<file path="config.mk">
export PLATFORM = sky130hd
export DESIGN_NAME = iohn_err_steer
export DESIGN_NICKNAME = d
export VERILOG_FILES = /design/src/rtl/iohn_err_pkg.sv /design/src/rtl/iohn_aux_regs.sv /design/src/rtl/iohn_req_classify.sv /design/src/rtl/iohn_rsp_path.sv /design/src/rtl/iohn_err_steer.sv
export SDC_FILE = /design/constraint.sdc
export NUM_CORES = 1
export LEC_CHECK = 0
export BUFFER_PORTS_ARGS = -buffer_cell sky130_fd_sc_hd__buf_2
export CAP_MARGIN = 5
export CORE_MARGIN = 2
export CORE_UTILIZATION = 34
export DETAILED_ROUTE_END_ITERATION = 10
export HOLD_SLACK_MARGIN = 0.1
export PLACE_DENSITY = 0.79
export SYNTH_ARGS = -nofsm -noshare
export SYNTH_HDL_FRONTEND = slang
export SYNTH_SLANG_ARGS = --single-unit
</file>
<file path="constraint.sdc">
create_clock -name clk -period 1.92 [get_ports clk]
set_input_delay 0.192 -clock clk [delete_from_list [all_inputs] [get_ports clk]]
set_output_delay 0.192 -clock clk [all_outputs]
set_load 0.005 [all_outputs]
</file>
<file path="src/rtl/iohn_err_pkg.sv">
// Package: shared encodings for the I/O home-node error steering block.
// Assumes 2-bit response codes and 3-bit request kinds on all interfaces.
package iohn_err_pkg;

    localparam int CODE_W = 2;
    localparam int KIND_W = 3;
    localparam int TGT_W  = 2;

    // Response codes
    localparam logic [CODE_W-1:0] RSP_OK     = 2'b00;
    localparam logic [CODE_W-1:0] RSP_EXOK   = 2'b01;
    localparam logic [CODE_W-1:0] RSP_DERR   = 2'b10;
    localparam logic [CODE_W-1:0] RSP_NDERR  = 2'b11;

    // Request kinds
    typedef enum logic [KIND_W-1:0] {
        K_RD_PLAIN  = 3'd0,
        K_WR_PLAIN  = 3'd1,
        K_RD_CACHE  = 3'd2,
        K_WR_CACHE  = 3'd3,
        K_MAINT     = 3'd4,
        K_CFG_RD    = 3'd5,
        K_CFG_WR    = 3'd6,
        K_OTHER     = 3'd7
    } req_kind_e;

    // Request targets
    typedef enum logic [TGT_W-1:0] {
        T_DOWN   = 2'd0,
        T_LOCAL  = 2'd1,
        T_MGMT   = 2'd2,
        T_SPARE  = 2'd3
    } req_tgt_e;

    // True when a response code marks an error (data or non-data)
    function automatic logic code_is_err(input logic [CODE_W-1:0] c);
        return c[CODE_W-1];
    endfunction

endpackage

</file>
<file path="src/rtl/iohn_aux_regs.sv">
// Auxiliary control register for the error steering block.
// Holds the enable bits; only bits flagged in WR_MASK can ever be 1.
// Assumes a single-cycle write strobe; read data is combinational.
module iohn_aux_regs #(
    parameter int              AUX_W     = 16,
    parameter logic [AUX_W-1:0] WR_MASK  = 16'h010C,
    parameter logic [AUX_W-1:0] RST_VAL  = 16'h0004
) (
    input  logic             clk,
    input  logic             rst_n,
    input  logic             wr_en,
    input  logic [AUX_W-1:0] wdata,
    output logic [AUX_W-1:0] rdata
);
    logic [AUX_W-1:0] aux_q;

    // Hold the control bits; non-writable bits are forced to zero
    always_ff @(posedge clk) begin
        if (!rst_n) begin
            aux_q <= RST_VAL & WR_MASK;
        end else if (wr_en) begin
            aux_q <= wdata & WR_MASK;
        end
    end

    // Expose the register to the read port
    assign rdata = aux_q;

endmodule

</file>
<file path="src/rtl/iohn_req_classify.sv">
// Request classifier: decides, for one request, whether it raises a
// management-node error event and whether it receives a non-data error.
// Purely combinational; the caller registers the results.
module iohn_req_classify
    import iohn_err_pkg::*;
(
    input  logic              req_valid,
    input  logic [KIND_W-1:0] req_kind,
    input  logic [TGT_W-1:0]  req_tgt,
    input  logic              cfg_illegal,
    input  logic              err_req_en,
    input  logic              rsperr_maint_en,
    output logic              req_err_evt,
    output logic [CODE_W-1:0] req_code
);
    logic tgt_here;
    logic cache_class;
    logic cfg_bad;

    // Decode target and kind classes
    always_comb begin
        tgt_here    = (req_tgt == T_LOCAL) || (req_tgt == T_MGMT);
        cache_class = (req_kind == K_RD_CACHE) || (req_kind == K_WR_CACHE) ||
                      (req_kind == K_MAINT);
        cfg_bad     = ((req_kind == K_CFG_RD) || (req_kind == K_CFG_WR)) &&
                      (req_tgt == T_MGMT) && cfg_illegal;
    end

    // Event toward the management node
    assign req_err_evt = req_valid && err_req_en && (cache_class || cfg_bad);

    // Response code returned to the requester
    always_comb begin
        req_code = RSP_OK;
        if (tgt_here && (req_kind == K_RD_CACHE)) begin
            req_code = RSP_NDERR;
        end else if (tgt_here && (req_kind == K_MAINT) && rsperr_maint_en) begin
            req_code = RSP_NDERR;
        end
    end

endmodule

</file>
<file path="src/rtl/iohn_rsp_path.sv">
// Downstream response path: flags write-response errors (combinational
// event) and forwards read-response codes unchanged after one register.
module iohn_rsp_path
    import iohn_err_pkg::*;
(
    input  logic              clk,
    input  logic              rst_n,
    input  logic              wr_rsp_valid,
    input  logic [CODE_W-1:0] wr_rsp_code,
    input  logic              err_rsp_en,
    input  logic              rd_rsp_valid,
    input  logic [CODE_W-1:0] rd_rsp_code,
    output logic              wr_err_evt,
    output logic              rd_out_valid,
    output logic [CODE_W-1:0] rd_out_code
);
    // Write-response error event when enabled
    assign wr_err_evt = wr_rsp_valid && err_rsp_en && code_is_err(wr_rsp_code);

    // Forward read responses one cycle later without change
    always_ff @(posedge clk) begin
        if (!rst_n) begin
            rd_out_valid <= 1'b0;
            rd_out_code  <= RSP_OK;
        end else begin
            rd_out_valid <= rd_rsp_valid;
            rd_out_code  <= rd_rsp_valid ? rd_rsp_code : RSP_OK;
        end
    end

endmodule

</file>
<file path="src/rtl/iohn_err_steer.sv">
// Top: I/O home-node error response steering.
// Combines request classification, downstream response checks and the
// control register; registers the error event and request response.
// Assumes one request and one of each response at most per cycle.
module iohn_err_steer
    import iohn_err_pkg::*;
#(
    parameter int AUX_W        = 16,
    parameter int ERR_REQ_BIT  = 2,
    parameter int ERR_RSP_BIT  = 3,
    parameter int MAINT_BIT    = 8
) (
    input  logic              clk,
    input  logic              rst_n,
    input  logic              req_valid,
    input  logic [2:0]        req_kind,
    input  logic [1:0]        req_tgt,
    input  logic              cfg_illegal,
    input  logic              wr_rsp_valid,
    input  logic [1:0]        wr_rsp_code,
    input  logic              rd_rsp_valid,
    input  logic [1:0]        rd_rsp_code,
    input  logic              cfg_wr_en,
    input  logic [AUX_W-1:0]  cfg_wdata,
    output logic [AUX_W-1:0]  cfg_rdata,
    output logic              mn_err_pulse,
    output logic              req_rsp_valid,
    output logic [1:0]        req_rsp_code,
    output logic              rd_out_valid,
    output logic [1:0]        rd_out_code
);
    localparam logic [AUX_W-1:0] WR_MASK = (AUX_W'(1) << ERR_REQ_BIT) |
                                           (AUX_W'(1) << ERR_RSP_BIT) |
                                           (AUX_W'(1) << MAINT_BIT);
    localparam logic [AUX_W-1:0] RST_VAL = AUX_W'(1) << ERR_REQ_BIT;

    logic              req_err_evt;
    logic              wr_err_evt;
    logic [CODE_W-1:0] req_code;

    iohn_aux_regs #(
        .AUX_W   (AUX_W),
        .WR_MASK (WR_MASK),
        .RST_VAL (RST_VAL)
    ) u_aux (
        .clk   (clk),
        .rst_n (rst_n),
        .wr_en (cfg_wr_en),
        .wdata (cfg_wdata),
        .rdata (cfg_rdata)
    );

    iohn_req_classify u_cls (
        .req_valid       (req_valid),
        .req_kind        (req_kind),
        .req_tgt         (req_tgt),
        .cfg_illegal     (cfg_illegal),
        .err_req_en      (cfg_rdata[ERR_REQ_BIT]),
        .rsperr_maint_en (cfg_rdata[MAINT_BIT]),
        .req_err_evt     (req_err_evt),
        .req_code        (req_code)
    );

    iohn_rsp_path u_rsp (
        .clk          (clk),
        .rst_n        (rst_n),
        .wr_rsp_valid (wr_rsp_valid),
        .wr_rsp_code  (wr_rsp_code),
        .err_rsp_en   (cfg_rdata[ERR_RSP_BIT]),
        .rd_rsp_valid (rd_rsp_valid),
        .rd_rsp_code  (rd_rsp_code),
        .wr_err_evt   (wr_err_evt),
        .rd_out_valid (rd_out_valid),
        .rd_out_code  (rd_out_code)
    );

    // Register the merged error event and the request response
    always_ff @(posedge clk) begin
        if (!rst_n) begin
            mn_err_pulse  <= 1'b0;
            req_rsp_valid <= 1'b0;
            req_rsp_code  <= RSP_OK;
        end else begin
            mn_err_pulse  <= req_err_evt | wr_err_evt;
            req_rsp_valid <= req_valid;
            req_rsp_code  <= req_valid ? req_code : RSP_OK;
        end
    end

endmodule

</file>
# [Yosys cells after proc, flatten, opt, wreduce, memory -nomap -nowiden]
# Cells that the tools add are included.
[totals] mem_bits_rw=0 romBits=0 elab_cells=32 latch_bits=0 n_memories=0 output_inout_bits=23 ff_bits=10
[op_classes] n_shift=0 n_reduce_logical=16 muxes=2 div=0 multipliers=0 n_eq_ne=7 bitwise=1 order_cmp=0 addsub=0
[ops] cell="equality test 3 bit, second input constant" n=3
[ops] cell="logical AND 1 bit" n=9
[ops] cell="equality test 3 x 2 -> 1 bit, second input constant" n=2
[ops] cell="logical OR 1 bit" n=5
[ops] cell="2-to-1 mux 2 bit" n=2
[ops] cell="AND reduction 2 bit" n=2
[ops] cell="equality test 2 x 1 -> 1 bit, second input constant" n=1
[ops] cell="equality test 2 bit, second input constant" n=1
[ops] cell="bitwise OR 1 bit" n=1

# [Depth between registers and ports, before layout]
# Gate-level depths: netlist (run 1).
[depth] depth_word=7 mapped_depth=5 ltp_nobuf=5

# [Modules after synthesis]
# Synthesis (run 1) repeated with hierarchy kept, for this count alone.
[unflattened] cells_unflattened=48 area_unflattened_um2=475.5
[by_module_without_submodules] mod="iohn_aux_regs" seq_area_each_um2=60.1 cells_per_inst=23 area_each_um2=207.7 n_inst=1
[by_module_without_submodules] mod="iohn_err_steer" seq_area_each_um2=80.1 cells_per_inst=8 area_each_um2=107.6 n_inst=1
[by_module_without_submodules] mod="iohn_rsp_path" seq_area_each_um2=60.1 cells_per_inst=7 area_each_um2=85.1 n_inst=1
[by_module_without_submodules] mod="iohn_req_classify" seq_area_each_um2=0.0 cells_per_inst=10 area_each_um2=75.1 n_inst=1

# [Least setup slack after synthesis (run 1)]
# OpenSTA, ideal clock, no wires.
[synth_timing] path_kind="flip-flop to flip-flop" start="register u_aux.aux_q[8], in the netlist u_aux.rdata[8]" end="register req_rsp_code[0]" setup_time_ps=103 path_buffers=0 path_stages_with_launch=3 required_time_ps=1817 slack_ps=1084 t_arrival_ps=733 path_cell_list="dfxtp_1 nand3b_1 a2111oi_2"
[synth_between] elab_chain_cells=3
[synth_rtl] element="from (decl)" line="iohn_aux_regs.sv:15" source="logic [AUX_W-1:0] aux_q;"
[synth_rtl] element="from (signal assigned)" line="iohn_aux_regs.sv:20" source="aux_q <= RST_VAL & WR_MASK;"
[synth_rtl] element="from (signal assigned)" line="iohn_aux_regs.sv:22" source="aux_q <= wdata & WR_MASK;"
[synth_rtl] element="logical AND 1 bit" line="iohn_req_classify.sv:37" source="end else if (tgt_here && (req_kind == K_MAINT) && rsperr_maint_en) begin"
[synth_rtl] element="2-to-1 mux 2 bit" line="iohn_req_classify.sv:37"
[synth_rtl] element="2-to-1 mux 2 bit" line="iohn_req_classify.sv:35" source="if (tgt_here && (req_kind == K_RD_CACHE)) begin"
[synth_rtl] element="to (signal assigned)" line="iohn_err_steer.sv:86" source="req_rsp_code <= req_valid ? req_code : RSP_OK;"
[synth_rtl] element="to (decl)" line="iohn_err_steer.sv:28" source="output logic [1:0] req_rsp_code,"
# No other way between the ends.
# A chain may end at the register's enable or synchronous reset.

# [Worst setup path after layout (run 1)]
[layout_timing] start="register u_aux.aux_q[2], in the netlist u_aux.rdata[2]" end="output cfg_rdata[2]"
[layout_lines] element="to (decl)" line="iohn_err_steer.sv:25" source="output logic [AUX_W-1:0] cfg_rdata,"
# No word-level cell between the ends.

==> results of run 1 <==
-- state kept, by name, indices dropped and copies added, names as in the netlist --
signal / flops
req_rsp_code: 1
u_rsp.rd_out_code: 2
mn_err_pulse: 1
req_rsp_valid: 1
u_rsp.rd_out_valid: 1
u_aux.rdata: 3
-- worst max path at each step --
stage / cells after the start / slack (ns) / endpoint / startpoint
floorplan: 2 / 1.08 / req_rsp_code[0] / u_aux.rdata[8]
global placement: 3 / 0.99 / req_rsp_code[0] / req_kind[1]
detailed placement: 3 / 0.97 / req_rsp_code[0] / req_kind[1]
CTS: 1 / 0.97 / cfg_rdata[2] / u_aux.rdata[2]
global route: 1 / 0.92 / cfg_rdata[2] / u_aux.rdata[2]
finish: 1 / 0.97 / cfg_rdata[2] / u_aux.rdata[2]
-- stage by stage --
| step | hold slack [ns] | cells | power (mW) | util (%) |
|---|---|---|---|---|
| finish | 0.118 | 92 | 0.397 | 43.9 |
| global route | 0.114 | 92 | 0.423 | 43.9 |
| CTS | 0.121 | 92 | 0.397 | 43.9 |
| detailed placement | 0.384 | 88 | 0.262 | 41.9 |
| global placement | 0.387 | 88 | 0.260 | 41.9 |
| floorplan | 0.254 | 63 | 0.253 | - |
-- layout make-up --
class | instances | area [um2] | area share [%]
tap | 15 | 18.8 | 3.28
timing repair buffer | 27 | 135 | 23.6
multi-input combinational | 35 | 204 | 35.7
clock buffer | 4 | 26.3 | 4.60
sequential | 9 | 180 | 31.5
inverter | 2 | 7.51 | 1.31
-- cell families after synthesis --
kind of cell | count (synthesis)
AOI/OAI and AO/OA | 5
buffers and inverters | 19
other | 1
DFF | 9
adders and majority gates | 1
and+or+nand+nor | 13
muxes | 3
-- power groups by stage --
stage                     clock network (mW)  registers [mW]  logic [mW]
final                                  0.139           0.200      0.0580
after global routing                   0.155           0.201      0.0663
after CTS                              0.138           0.200      0.0583
after detailed placement                   0           0.204      0.0581
after global placement                     0           0.204      0.0564
after floorplan                            0           0.204      0.0485
-- synth_stat cells --
library cell,instances
buf_4,17
conb_1,1
nand2_2,1
nand2b_1,1
o21ai_1,1
a21oi_1,1
ha_1,1
nor2b_1,2
nand4_1,1
a2111oi_2,1
o21ai_0,1
nand3b_1,1
mux2i_1,3
dfxtp_1,9
a22o_1,1
nand3_1,1
and3_1,2
inv_1,2
and2_1,1
nand2_1,3
-- routing by layer --
metal	vias up	routed length, um
li1	190	-
met1	167	304
met2	27	393
met3	0	118
met4	0	0
met5	-	0
==> metrics.txt, run 1 <==
outcome=complete, no violations; # resized after CTS=0; top cell family by delay on the critical path=flip-flops; 1st-iter DRT viols=2; unrepaired setup endpoints after global routing=no; Period Utilization, post-route=49.5%; clk_skew=0.00322 ns; slowest library cell on the worst path=dfxtp_1; critical path type=reg2out; I/O Buffers=27; P_int=0.305 mW; pin count of the biggest net entering global routing=10; P&R area growth vs syn=20.6%; vias per cell=4.17; via count=384; Antenna Cells=0; Synth Area in Compound Gates=8.18%; Synth Area in Simple Gates=15.6%; fin nets=111; WL per Instance=8.88 um; io pins=55; final setup vio count=0; CP Data Arrival Time=0.76 ns; Crit Path Max Fanout=4; H-tree depth=1; R2R cell count=2; clock sink count=9; Worst Hold End=req_rsp_code[0]; initial antenna violation count=0; worst hold stages=2; Switching Power=0.0919 mW; Pins Over Slew Limit=0; Max Cap Violations=0; vias in the first global route=297; synth warn=0; CTS root buf=clkbuf_4; Die Y=41.3 um; switch share=23.2%; fillcell total=144; commonest non-fill, non-tap cell in the layout=buf_2; Routed WL=817 um; grt peak-use layer=met2; Flop pwr share=50.4%; Core Region=0.00130 mm2; setup repair bufs after CTS=0; CTS tree=yes; TritonCTS Buffers=3; worst vdd ir=0.218 mV; CTS max path bufs=2; Pwr Density=694 mW/mm2; fraction of layout cells with a size suffix above 1=41.6%; Rows=13; WP data required=1.73 ns; Starting Density=36.4%; largest family of logic cells by synthesized area=buffers and inverters; Post-Syn Instances=51; Die Wd=41.3 um; Clock power frac=35.0%; post-DP HPWL=708 um; post-route design area=572 um2; biggest area consumer among synthesized cells=dfxtp_1; Hold Buf Count CTS=0; DIE AREA=0.00171 mm2; Overflow after GRT=0; R2R Path Start=u_aux.rdata[8]; Comb power frac=14.6%; Residual DRC=0; Seq cells post-synth=9; total track usage=9.72%; GP Congestion=0.702; Clock Latency Late Sink=0.25 ns; met3 GRT Util=1.60%; count of cell types in the netlist=20; Synth Area in Adders=2.64%; post-synthesis sequential area ratio=38.0%; pre-CTS setup slack=0.966 ns; setup TNS=0 ns; min Tclk post-route=0.951 ns; Hold Violations, Final=0; area share of the largest cell type after synthesis=38.0%; multiplexer area fraction after synthesis=6.33%; DR pass1 iterations=4; startpoint class of the critical path=flop; Post-Synth XOR/XNOR Area=0%; worst setup margin=0.969 ns; met1 usage=10.5%; RR Endpoint=req_rsp_code[0]; M2 GR Usage=19.1%; worst hold start=req_kind[0]; post-route ant nets=0; worst path cell trace=buf_2; critical path capture point type=output port; Fmax achieved=1050 MHz; post-place instance area=546 um2; first-pass GRT wire length=1120 um; leakage power=0.325 nW; CTS clock-pin slew for the worst setup and hold paths=0.06 ns; Mapped Avg Cell Area=9.30 um2; buffers plus inverters on the worst setup path=1; R2R Setup Slk=1.01 ns; largest cells by area after synthesis=dfxtp_1, buf_4, mux2i_1; Worst path max stage delay=0.37 ns; commonest non-fill, non-tap cells in the layout=buf_2, conb_1, dfxtp_1; HP Class=in2reg; Post-Syn Area=474 um2
Note: power is estimated with default switching activity, not from simulation.
==> run 2: changes to the inputs <==
- ABC_AREA: default -> 1
- CORE_UTILIZATION: 34 -> 32
- PLACE_DENSITY: 0.79 -> 0.74
- clock period: 1.92 -> 1 ns (I/O delays scaled with it)
==> run 2 against run 1 <==
Utilization rose by 1.5 points. Register-to-register slack got worse by 0.77 ns. Flip-flop and latch count did not move. First-iteration DRC count did not move. Worst setup slack got worse by 0.87 ns. Clock-buffer cell count did not move. Die area rose by 8.7%. Combinational power rose to 2.6 times the previous value. Synthesized cell count rose by 31%. Sequential share of layout area fell by 4.5 points. Hold slack got worse by 0.0060 ns. Final cell count rose by 27%. Critical path type is now in2reg. Critical endpoint is now mn_err_pulse. Largest cell class is now non-clock buffers. Largest power group unchanged.
==> metrics.txt, run 2 <==
outcome=complete, no violations; io pins=55; DR pass1 iterations=2; CTS max path bufs=2; worst setup margin=0.102 ns; Pins Over Slew Limit=0; fraction of registers with async set/reset=0%; vias per cell=3.91; post-route ant nets=0; worst vdd ir=0.404 mV; pin count of the biggest net entering global routing=7; clk_skew=0.00117 ns; Overflow after GRT=0; Period Utilization, post-route=89.8%; largest cells by area after synthesis=dfxtp_1, buf_4, inv_1; setup repair bufs after CTS=0; GP Congestion=0.743; critical path capture point type=flop; Starting Density=33.2%; biggest area consumer among synthesized cells=dfxtp_1; post-DP HPWL=746 um; fin nets=135; area share of the largest cell type after synthesis=36.8%; 1st-iter DRT viols=2; Die Wd=43.1 um; initial antenna violation count=0; commonest non-fill, non-tap cells in the layout=buf_2, conb_1, inv_1, nand2_1; commonest register cell after synthesis=dfxtp_1; fraction of layout cells with a size suffix above 1=32.7%; Clock Latency Late Sink=0.25 ns; DIE AREA=0.00186 mm2; # placed instances=105; Largest register FFs=3; WP data required=1.19 ns; Routed WL=1030 um; synth cell count leaders=buf_4, inv_1, nand2_1, dfxtp_1, nor2_1; via count=458; CTS root buf=clkbuf_4; total track usage=11.4%; Hold Violations, Final=0; synth warn=0; CTS tree=yes; Rows=14; unrepaired setup endpoints after global routing=no; worst path cell trace=dlygate4sd3_1, buf_2, nand2_1, a21oi_1, nand2_1, a21oi_2; CTS clock-pin slew for the worst setup and hold paths=0.06 ns; HP Class=in2reg; Hold Buf Count CTS=7; commonest non-fill, non-tap cell in the layout=buf_2; Post-Syn Instances=67; TritonCTS Buffers=3; I/O Buffers=27; slowest library cell on the worst path=dlygate4sd3_1; Post-Syn Area=489 um2; final setup vio count=0; leakage power=0.405 nW; Layout Cells excl Fill=117; min Tclk post-route=0.898 ns; Crit Path Max Fanout=2; WL per Instance=8.79 um; Fmax achieved=1110 MHz; Max Cap Violations=0; post-route design area=668 um2; pre-CTS setup slack=0.185 ns; # resized after CTS=0; Die Y=43.1 um; Seq cells post-synth=9; Worst path max stage delay=0.52 ns; Worst path most repeated cell=nand2_1; Antenna Cells=0; H-tree depth=1; Core Region=0.00147 mm2; first-pass GRT wire length=1550 um; count of cell types in the netlist=13; CP Data Arrival Time=1.09 ns; post-place instance area=562 um2; Final Util=45.4%; Pwr Total=0.802 mW; cell with the most instances after synthesis=buf_4; P&R area growth vs syn=36.6%; clock sink count=9; startpoint class of the critical path=input port; Pwr Density=1200 mW/mm2; Fin Hold WS=0.112 ns; Post-synth EDFFs=0; vias in the first global route=381; Residual DRC=0; Mapped Avg Cell Area=7.30 um2; setup TNS=0 ns; post-synthesis sequential area ratio=36.8%; critical path type=in2reg
[run 2: report_power, final]
part	switching [mW]	internal [mW]
sequential	0.00845	0.378
combinational	0.0711	0.0765
clock	0.115	0.153
total	0.194	0.608
[run 2: final timing paths]
kind                    end  slack, ns  cells after the start      startpoint
max            mn_err_pulse       0.10                      6       req_valid
min          u_aux.rdata[2]       0.11                      3       cfg_wr_en
max reg2reg    mn_err_pulse       0.24                      4  u_aux.rdata[2]
min reg2reg  u_aux.rdata[2]       0.49                      2  u_aux.rdata[2]
[run 2: metal layers]
metal / track usage (%) / wire (um) / up-vias
met3: 2.98 / 80 / 2
met4: 7.27 / 7 / 0
met5: 0 / 0 / -
li1: - / - / 238
met1: 11.6 / 393 / 196
met2: 20.0 / 547 / 22
[run 2: area by class of cell]
class | count | area [um2]
Fill cell | 159 | 803
Timing Repair Buffer | 35 | 215
Multi-Input combinational cell | 43 | 189
Sequential cell | 9 | 180
Inverter | 10 | 37.5
Clock buffer | 4 | 26.3
Tap cell | 16 | 20.0
[run 2: critical path, delay by kind of cell]
| kind | cells | cell delay [ns] |
|---|---|---|
| buffers and inverters | 2 | 0.64 |
| AOI/OAI and AO/OA | 2 | 0.22 |
| and+or+nand+nor | 2 | 0.13 |
[run 2: cell families (layout without fill, tap and decap cells)]
kind of cell / Yosys count / in the layout / synth area share (%)
AND/OR/NAND/NOR: 23 / 23 / 19.2
AO/OA/AOI/OAI: 6 / 6 / 6.90
flip-flops: 9 / 9 / 36.8
adder cells (fa/ha/maj): 1 / 1 / 2.56
other: 1 / 13 / 0.767
buffers and inverters: 27 / 49 / 33.8
